**config.mk**
```make
export PLATFORM = sky130hd
export DESIGN_NAME = addr_xlate
export DESIGN_NICKNAME = d
export VERILOG_FILES = /design/src/rtl/xlat_pkg.sv /design/src/rtl/xlat_region_file.sv /design/src/rtl/xlat_match.sv /design/src/rtl/xlat_prio_select.sv /design/src/rtl/xlat_out_stage.sv /design/src/rtl/addr_xlate.sv
export SDC_FILE = /design/constraint.sdc
export NUM_CORES = 2
export LEC_CHECK = 0
export CAP_MARGIN = 15
export CORE_UTILIZATION = 30
export CTS_CLUSTER_DIAMETER = 150
export DETAILED_ROUTE_END_ITERATION = 7
export DONT_BUFFER_PORTS = 1
export GPL_TIMING_DRIVEN = 1
export PLACE_DENSITY_LB_ADDON = 0.08
export SLEW_MARGIN = 20
export SYNTH_ARGS = -nofsm -noshare
export SYNTH_HDL_FRONTEND = slang
export SYNTH_SLANG_ARGS = --single-unit
```
**constraint.sdc**
```tcl
create_clock -name clk -period 3.7 [get_ports clk]
set_input_delay 0.925 -clock clk [delete_from_list [all_inputs] [get_ports clk]]
set_output_delay 0.925 -clock clk [all_outputs]
set_load 0.05 [all_outputs]
```
**src/rtl/xlat_pkg.sv**
```systemverilog
package xlat_pkg;
  typedef enum logic [1:0] {
    FLD_MBASE = 2'd0,
    FLD_XLO   = 2'd1,
    FLD_XHI   = 2'd2,
    FLD_CTRL  = 2'd3
  } fld_e;

  localparam int CTRL_EN_BIT  = 0;
  localparam int CTRL_SZ_LSB  = 8;
  localparam int CFG_DW       = 32;
endpackage

```
**src/rtl/xlat_region_file.sv**
```systemverilog
module xlat_region_file #(
  parameter int NREG = 16,
  parameter int IAW  = 32,
  parameter int OAW  = 48,
  parameter int LW   = $clog2(IAW),
  parameter int IDXW = $clog2(NREG)
) (
  input  logic                          clk,
  input  logic                          rst_n,
  input  logic                          wr_en,
  input  logic [IDXW-1:0]               wr_idx,
  input  logic [1:0]                    wr_fld,
  input  logic [xlat_pkg::CFG_DW-1:0]   wr_data,
  output logic [IAW-1:0]                mbase_o [NREG],
  output logic [OAW-1:0]                xbase_o [NREG],
  output logic [NREG-1:0]               en_o,
  output logic [LW-1:0]                 size_o  [NREG]
);
  import xlat_pkg::*;
  localparam int XHW = OAW - 32;

  for (genvar r = 0; r < NREG; r++) begin : g_reg
    logic           sel;
    logic [IAW-1:0] mbase_d, mbase_q;
    logic [OAW-1:0] xbase_d, xbase_q;
    logic           en_d, en_q;
    logic [LW-1:0]  size_d, size_q;

    assign sel = wr_en && (wr_idx == IDXW'(r));

    always_comb begin
      mbase_d = mbase_q;
      xbase_d = xbase_q;
      en_d    = en_q;
      size_d  = size_q;
      if (sel) begin
        case (fld_e'(wr_fld))
          FLD_MBASE: mbase_d = wr_data[IAW-1:0];
          FLD_XLO:   xbase_d[31:0] = wr_data;
          FLD_XHI:   xbase_d[OAW-1:32] = wr_data[XHW-1:0];
          FLD_CTRL: begin
            en_d   = wr_data[CTRL_EN_BIT];
            size_d = wr_data[CTRL_SZ_LSB +: LW];
          end
          default: ;
        endcase
      end
    end

    always_ff @(posedge clk or negedge rst_n) begin
      if (!rst_n) begin
        mbase_q <= '0;
        xbase_q <= '0;
        en_q    <= 1'b0;
        size_q  <= '0;
      end else if (sel) begin
        mbase_q <= mbase_d;
        xbase_q <= xbase_d;
        en_q    <= en_d;
        size_q  <= size_d;
      end
    end

    assign mbase_o[r] = mbase_q;
    assign xbase_o[r] = xbase_q;
    assign en_o[r]    = en_q;
    assign size_o[r]  = size_q;
  end
endmodule

```
**src/rtl/xlat_match.sv**
```systemverilog
module xlat_match #(
  parameter int NREG = 16,
  parameter int IAW  = 32,
  parameter int OAW  = 48,
  parameter int LW   = $clog2(IAW)
) (
  input  logic [IAW-1:0]  addr,
  input  logic [IAW-1:0]  mbase [NREG],
  input  logic [OAW-1:0]  xbase [NREG],
  input  logic [NREG-1:0] en,
  input  logic [LW-1:0]   size  [NREG],
  output logic [NREG-1:0] hit,
  output logic [OAW-1:0]  xaddr [NREG]
);
  for (genvar r = 0; r < NREG; r++) begin : g_cmp
    logic [IAW-1:0] low_mask;
    logic [IAW-1:0] diff;
    assign low_mask = ~({IAW{1'b1}} << size[r]);
    assign diff     = (addr ^ mbase[r]) & ~low_mask;
    assign hit[r]   = en[r] && (diff == '0);
    assign xaddr[r] = {xbase[r][OAW-1:IAW],
                       (xbase[r][IAW-1:0] & ~low_mask) | (addr & low_mask)};
  end
endmodule

```
**src/rtl/xlat_prio_select.sv**
```systemverilog
module xlat_prio_select #(
  parameter int NREG = 16,
  parameter int IAW  = 32,
  parameter int OAW  = 48,
  parameter int IDXW = $clog2(NREG)
) (
  input  logic [IAW-1:0]  addr,
  input  logic [NREG-1:0] hit,
  input  logic [OAW-1:0]  xaddr [NREG],
  output logic            any_hit,
  output logic [IDXW-1:0] win_idx,
  output logic [OAW-1:0]  res_addr
);
  always_comb begin
    win_idx = '0;
    for (int r = NREG - 1; r >= 0; r--) begin
      if (hit[r]) win_idx = IDXW'(r);
    end
  end

  assign any_hit  = |hit;
  assign res_addr = any_hit ? xaddr[win_idx] : {{(OAW-IAW){1'b0}}, addr};
endmodule

```
**src/rtl/xlat_out_stage.sv**
```systemverilog
module xlat_out_stage #(
  parameter int OAW  = 48,
  parameter int IDXW = 4,
  parameter bit PIPE = 1'b1
) (
  input  logic            clk,
  input  logic            rst_n,
  input  logic            in_valid,
  output logic            in_ready,
  input  logic [OAW-1:0]  in_addr,
  input  logic            in_hit,
  input  logic [IDXW-1:0] in_idx,
  output logic            out_valid,
  input  logic            out_ready,
  output logic [OAW-1:0]  out_addr,
  output logic            out_hit,
  output logic [IDXW-1:0] out_idx
);
  if (PIPE) begin : g_reg
    logic            full_q, full_d;
    logic [OAW-1:0]  addr_q, addr_d;
    logic            hit_q, hit_d;
    logic [IDXW-1:0] idx_q, idx_d;
    logic            load;

    assign load     = !full_q || out_ready;
    assign in_ready = load;

    always_comb begin
      full_d = in_valid;
      addr_d = in_addr;
      hit_d  = in_hit;
      idx_d  = in_idx;
    end

    always_ff @(posedge clk or negedge rst_n) begin
      if (!rst_n) begin
        full_q <= 1'b0;
        addr_q <= '0;
        hit_q  <= 1'b0;
        idx_q  <= '0;
      end else if (load) begin
        full_q <= full_d;
        addr_q <= addr_d;
        hit_q  <= hit_d;
        idx_q  <= idx_d;
      end
    end

    assign out_valid = full_q;
    assign out_addr  = addr_q;
    assign out_hit   = hit_q;
    assign out_idx   = idx_q;
  end else begin : g_comb
    logic unused_clk;
    assign unused_clk = clk ^ rst_n;
    assign in_ready   = out_ready;
    assign out_valid  = in_valid;
    assign out_addr   = in_addr;
    assign out_hit    = in_hit;
    assign out_idx    = in_idx;
  end
endmodule

```
**src/rtl/addr_xlate.sv**
```systemverilog
module addr_xlate #(
  parameter int NREG = 16,
  parameter int IAW  = 32,
  parameter int OAW  = 48,
  parameter bit PIPE = 1'b1,
  localparam int IDXW = $clog2(NREG),
  localparam int LW   = $clog2(IAW),
  localparam int CAW  = IDXW + 2
) (
  input  logic            clk,
  input  logic            rst_n,
  input  logic            cfg_we,
  input  logic [CAW-1:0]  cfg_addr,
  input  logic [31:0]     cfg_wdata,
  input  logic            in_valid,
  output logic            in_ready,
  input  logic [IAW-1:0]  in_addr,
  output logic            out_valid,
  input  logic            out_ready,
  output logic [OAW-1:0]  out_addr,
  output logic            out_hit,
  output logic [IDXW-1:0] out_region
);
  logic [IAW-1:0]  mbase [NREG];
  logic [OAW-1:0]  xbase [NREG];
  logic [NREG-1:0] en;
  logic [LW-1:0]   size  [NREG];
  logic [NREG-1:0] hit;
  logic [OAW-1:0]  xaddr [NREG];
  logic            any_hit;
  logic [IDXW-1:0] win_idx;
  logic [OAW-1:0]  res_addr;

  xlat_region_file #(.NREG(NREG), .IAW(IAW), .OAW(OAW), .LW(LW), .IDXW(IDXW)) u_regs (
    .clk     (clk),
    .rst_n   (rst_n),
    .wr_en   (cfg_we),
    .wr_idx  (cfg_addr[CAW-1:2]),
    .wr_fld  (cfg_addr[1:0]),
    .wr_data (cfg_wdata),
    .mbase_o (mbase),
    .xbase_o (xbase),
    .en_o    (en),
    .size_o  (size)
  );

  xlat_match #(.NREG(NREG), .IAW(IAW), .OAW(OAW), .LW(LW)) u_match (
    .addr  (in_addr),
    .mbase (mbase),
    .xbase (xbase),
    .en    (en),
    .size  (size),
    .hit   (hit),
    .xaddr (xaddr)
  );

  xlat_prio_select #(.NREG(NREG), .IAW(IAW), .OAW(OAW), .IDXW(IDXW)) u_prio (
    .addr     (in_addr),
    .hit      (hit),
    .xaddr    (xaddr),
    .any_hit  (any_hit),
    .win_idx  (win_idx),
    .res_addr (res_addr)
  );

  xlat_out_stage #(.OAW(OAW), .IDXW(IDXW), .PIPE(PIPE)) u_out (
    .clk       (clk),
    .rst_n     (rst_n),
    .in_valid  (in_valid),
    .in_ready  (in_ready),
    .in_addr   (res_addr),
    .in_hit    (any_hit),
    .in_idx    (win_idx),
    .out_valid (out_valid),
    .out_ready (out_ready),
    .out_addr  (out_addr),
    .out_hit   (out_hit),
    .out_idx   (out_region)
  );
endmodule

```
==> run summary <==
final std cell area, no fill: 104000 sq um
routed wire length: 432 mm
port bufs: 0
fraction of registers with async set/reset: 1.00
final worst-path setup slack: -0.805 ns
worst voltage drop across the vdd grid: 493 uV
reg2reg path depth: 21
final core utilization: 0.405
standard cell area after detailed placement: 91100 sq um
Final Net Count: 8374
total CTS buffers: 179
post-CTS clock slew at the launch and capture registers of the worst setup and hold paths: 0.06 ns
latest clock arrival within the worst-skew pair: 0.88 ns
CTS tree: done
share of post-route cells with drive strength above 1: 0.467
RSZ-0062 raised after global routing: true
Post-synth EDFFs: 0
detailed placer's ending HPWL: 265 mm
worst hold path stage count: 1
CP required: 4.41 ns
number of antenna violations at the first check in global routing: 46
clock period minus final worst setup slack: 4.50 ns
Die ar.: 261000 sq um
Worst setup SP type: register
period utilization: 1.22
floorplan row count: 186
post-synthesis cell type count: 95
CTS HTree Levels: 4
data arrival at the endpoint of the critical path: 5.22 ns
part of the total power dissipated in combinational logic: 0.232
largest net degree at the start of global routing: 200
violated checks: negative setup slack
switching power total: 0.0153 W
Syn Std Cell Area: 77700 sq um
Remaining Overflow, GRT: 0
result of the run: finished, violations left
crit path capture type: register
most common cell after layout, fill and taps aside: sky130_fd_sc_hd__dfrtp_1
slew at the pin closest to its max-slew limit: 1.16 ns
peak fanout along the critical path: 8
Clock Skews: 0.0341 ns
Post-Place Worst Slack: -1.87 ns
Total Routing Usage GR: 0.319
detailed-route DRC error count: 0
end point of the worst hold path: u_out.out_valid$_DFFE_PN0P_
final setup fails: 50
effective utilization at floorplan: 0.302
vias in the first global route: 67100
average routed wire per standard cell: 36.4 um
Static Leakage: 46.4 nW
fraction of the yosys area taken by sequential cells: 0.460
Area growth, synth to finish: 34.1%
part of the power in the clock network: 0.375
total of warnings raised by yosys: 0
Most used DFF post-synth: sky130_fd_sc_hd__dfrtp_1
sequential share of power: 0.393
Post-Synthesis Mean Instance Area: 10.8 sq um
number of clock sinks: 1430
worst slack on hold paths: 0.175 ns
normalized max-slew margin: 0.225
most frequent cells in the layout: 1385 x sky130_fd_sc_hd__dfrtp_1, 1366 x sky130_fd_sc_hd__mux2_2, 1325 x sky130_fd_sc_hd__buf_4, 441 x sky130_fd_sc_hd__nand2_1, 311 x sky130_fd_sc_hd__nor2_1
register bit total from synthesis: 1430
ratio of total power to cell area: 473 nW/um^2
via/cell ratio: 5.76
hold path start: in_valid
die boundary height: 511 um
routability congestion estimate: 0.916
core footprint: 257000 sq um
number of buffers on the longest clock path: 3
Internal Pwr Total: 0.0340 W
number of routed nets with antenna violations: 0
WS Path Type: register to register
cell at the root of the clock tree: sky130_fd_sc_hd__clkbuf_16
Setup TNS: -34.36 ns
gate count of the mapped netlist: 7198
end of the worst register-to-register path: u_out.out_addr[24]$_DFFE_PN0P_
achievable clock frequency: 222 MHz
Initial DRC Count: 6773
Vias: 68300
number of maximum-capacitance violations: 0
register-to-register setup slack: -0.80 ns
1st-pass router iterations: 8
final hold viol count: 0
number of pins with negative max-slew slack in the final report: 0
die span in x: 511 um
Min-Delay Path Class: primary input to register
total I/O pin count: 130
wire length of the first global-routing pass: 580 mm
source of the worst register-to-register timing path: u_regs.g_reg[7].size_q[1]$_DFFE_PN0P_
proportion of total power due to net switching: 0.311
synthesized netlist net count: 7273
==> registers in the layout (all words and copies together), names as in the netlist <==
| name | cells |
|---|---|
| u_regs.g.xbase_q | 768 |
| u_regs.g.en_q | 16 |
| u_regs.g.mbase_q | 512 |
| u_regs.g.size_q | 80 |
| u_out.out_valid | 1 |
| u_out.out_addr | 48 |
| u_out.out_idx | 4 |
| u_out.out_hit | 1 |
==> area by class of cell <==
cell class	count	area, sq um
Antenna cell	33	82.6
Clock buffer	258	5180
Clock inverter	68	906
Fill cell	24800	153000
Inverter	35	134
Multi-Input combinational cell	5019	42400
Sequential cell	1430	35800
Tap cell	3384	4230
Timing Repair Buffer	1634	15500
==> metal layers <==
metal,global-route usage,up-vias,share of wire
li1,-,28400,-
met1,0.419,36000,0.42
met2,0.508,3027,0.45
met3,0.0545,850,0.071
met4,0.152,4,0.058
met5,0,-,0.000053
==> how the worst max path moves through the flow <==
stage | from | end | slack, ns | cells past startpoint
2_1_floorplan | in_addr[25] | u_out.out_addr[12]$_DFFE_PN0P_ | -0.48 | 16
3_3_place_gp | in_addr[9] | u_out.out_addr[4]$_DFFE_PN0P_ | -1.94 | 16
3_5_place_dp | in_addr[9] | u_out.out_addr[5]$_DFFE_PN0P_ | -1.87 | 16
4_1_cts | u_regs.g_reg[7].size_q[1]$_DFFE_PN0P_ | u_out.out_addr[5]$_DFFE_PN0P_ | -0.72 | 19
5_1_grt | u_regs.g_reg[7].size_q[2]$_DFFE_PN0P_ | u_out.out_addr[28]$_DFFE_PN0P_ | -0.93 | 21
6_report | u_regs.g_reg[7].size_q[1]$_DFFE_PN0P_ | u_out.out_addr[24]$_DFFE_PN0P_ | -0.80 | 21
==> kinds of logic (layout without fill, tap and decap cells) <==
| family | Yosys count | in the layout | synth area share |
|---|---|---|---|
| muxes | 1508 | 1508 | 0.216 |
| xor gates and xnor gates | 512 | 512 | 0.0577 |
| other | 0 | 33 | 0 |
| DFF | 1430 | 1430 | 0.460 |
| AOI/OAI and AO/OA | 1300 | 1301 | 0.117 |
| buffers and inverters | 750 | 1995 | 0.0420 |
| and+or+nand+nor | 1698 | 1698 | 0.106 |
==> power by group through the flow <==
| stage | combinational [W] | sequential, W | clock [W] |
|---|---|---|---|
| final | 0.0114 | 0.0194 | 0.0185 |
| after global routing | 0.0121 | 0.0196 | 0.0194 |
| after CTS | 0.0110 | 0.0193 | 0.0188 |
| after detailed placement | 0.0104 | 0.0196 | 0 |
| after global placement | 0.0104 | 0.0195 | 0 |
| after floorplan | 0.00594 | 0.0190 | 0 |
==> through the flow <==
stage	total power, W	instances
floorplan	0.0249	7198
global placement	0.0299	11300
detailed placement	0.0300	11300
CTS	0.0491	11700
global route	0.0511	11800
finish	0.0493	11900
==> cell usage after synthesis (24+ instances only) <==
library cell | n | area share
sky130_fd_sc_hd__nand3b_1 | 30 | 0.0029
sky130_fd_sc_hd__xor2_1 | 221 | 0.025
sky130_fd_sc_hd__a21oi_1 | 229 | 0.015
sky130_fd_sc_hd__a22oi_1 | 34 | 0.0033
sky130_fd_sc_hd__o211ai_1 | 70 | 0.0068
sky130_fd_sc_hd__mux2i_1 | 139 | 0.018
sky130_fd_sc_hd__buf_4 | 30 | 0.0029
sky130_fd_sc_hd__nand4_1 | 39 | 0.0031
sky130_fd_sc_hd__dfrtp_1 | 1430 | 0.46
sky130_fd_sc_hd__o311ai_0 | 26 | 0.0029
sky130_fd_sc_hd__nor3b_1 | 24 | 0.0023
sky130_fd_sc_hd__nand3_1 | 165 | 0.011
sky130_fd_sc_hd__a311oi_1 | 54 | 0.0061
sky130_fd_sc_hd__xnor2_1 | 291 | 0.033
sky130_fd_sc_hd__a211oi_1 | 81 | 0.0078
sky130_fd_sc_hd__o31ai_1 | 32 | 0.0031
sky130_fd_sc_hd__and3_1 | 87 | 0.0070
sky130_fd_sc_hd__o22ai_1 | 43 | 0.0035
sky130_fd_sc_hd__a31oi_1 | 75 | 0.0060
sky130_fd_sc_hd__nor3_1 | 200 | 0.013
sky130_fd_sc_hd__a21o_1 | 39 | 0.0038
sky130_fd_sc_hd__nor4_1 | 60 | 0.0048
sky130_fd_sc_hd__a2111oi_0 | 30 | 0.0034
sky130_fd_sc_hd__nand2_1 | 484 | 0.023
sky130_fd_sc_hd__o21ai_0 | 224 | 0.014
sky130_fd_sc_hd__mux2_2 | 1368 | 0.20
sky130_fd_sc_hd__o2111ai_1 | 31 | 0.0035
sky130_fd_sc_hd__buf_2 | 251 | 0.016
sky130_fd_sc_hd__a211o_1 | 30 | 0.0034
sky130_fd_sc_hd__nand2b_1 | 41 | 0.0033
sky130_fd_sc_hd__a221o_1 | 35 | 0.0045
sky130_fd_sc_hd__inv_1 | 34 | 0.0016
sky130_fd_sc_hd__nor2_1 | 355 | 0.017
sky130_fd_sc_hd__or2_2 | 29 | 0.0023
sky130_fd_sc_hd__clkbuf_1 | 368 | 0.018
sky130_fd_sc_hd__buf_1 | 63 | 0.0030
sky130_fd_sc_hd__and2_1 | 41 | 0.0033
sky130_fd_sc_hd__or3_1 | 71 | 0.0057
==> what timing repair did <==
| action | 4_1_cts | 5_1_grt |
|---|---|---|
| setup buffers | 110 | 118 |
| endpoints found under the setup margin | 53 | 280 |
| endpoints found under the hold margin | 44 | 0 |
| gates resized for setup | 578 | 425 |
| hold buffers | 1 | 0 |
| pin swaps | 160 | 214 |
| gates cloned | 23 | 20 |
==> critical path, stage by stage (launching register included) <==
cell	delay, ns
sky130_fd_sc_hd__dfrtp_1	0.39
sky130_fd_sc_hd__buf_12	0.15
sky130_fd_sc_hd__buf_6	0.10
sky130_fd_sc_hd__a211o_1	0.18
sky130_fd_sc_hd__o22ai_4	0.10
sky130_fd_sc_hd__a2111oi_4	0.36
sky130_fd_sc_hd__nand4_1	0.16
sky130_fd_sc_hd__buf_4	0.17
sky130_fd_sc_hd__nor3_4	0.48
sky130_fd_sc_hd__nor3_2	0.07
sky130_fd_sc_hd__a21boi_4	0.17
sky130_fd_sc_hd__buf_6	0.12
sky130_fd_sc_hd__o21a_4	0.23
sky130_fd_sc_hd__buf_12	0.15
sky130_fd_sc_hd__buf_16	0.14
sky130_fd_sc_hd__buf_4	0.13
sky130_fd_sc_hd__buf_4	0.16
sky130_fd_sc_hd__nor3_1	0.15
sky130_fd_sc_hd__a21oi_1	0.05
sky130_fd_sc_hd__o21ai_0	0.36
sky130_fd_sc_hd__a311o_2	0.37
sky130_fd_sc_hd__o211ai_1	0.11
Note: power is estimated with default switching activity, not from simulation.
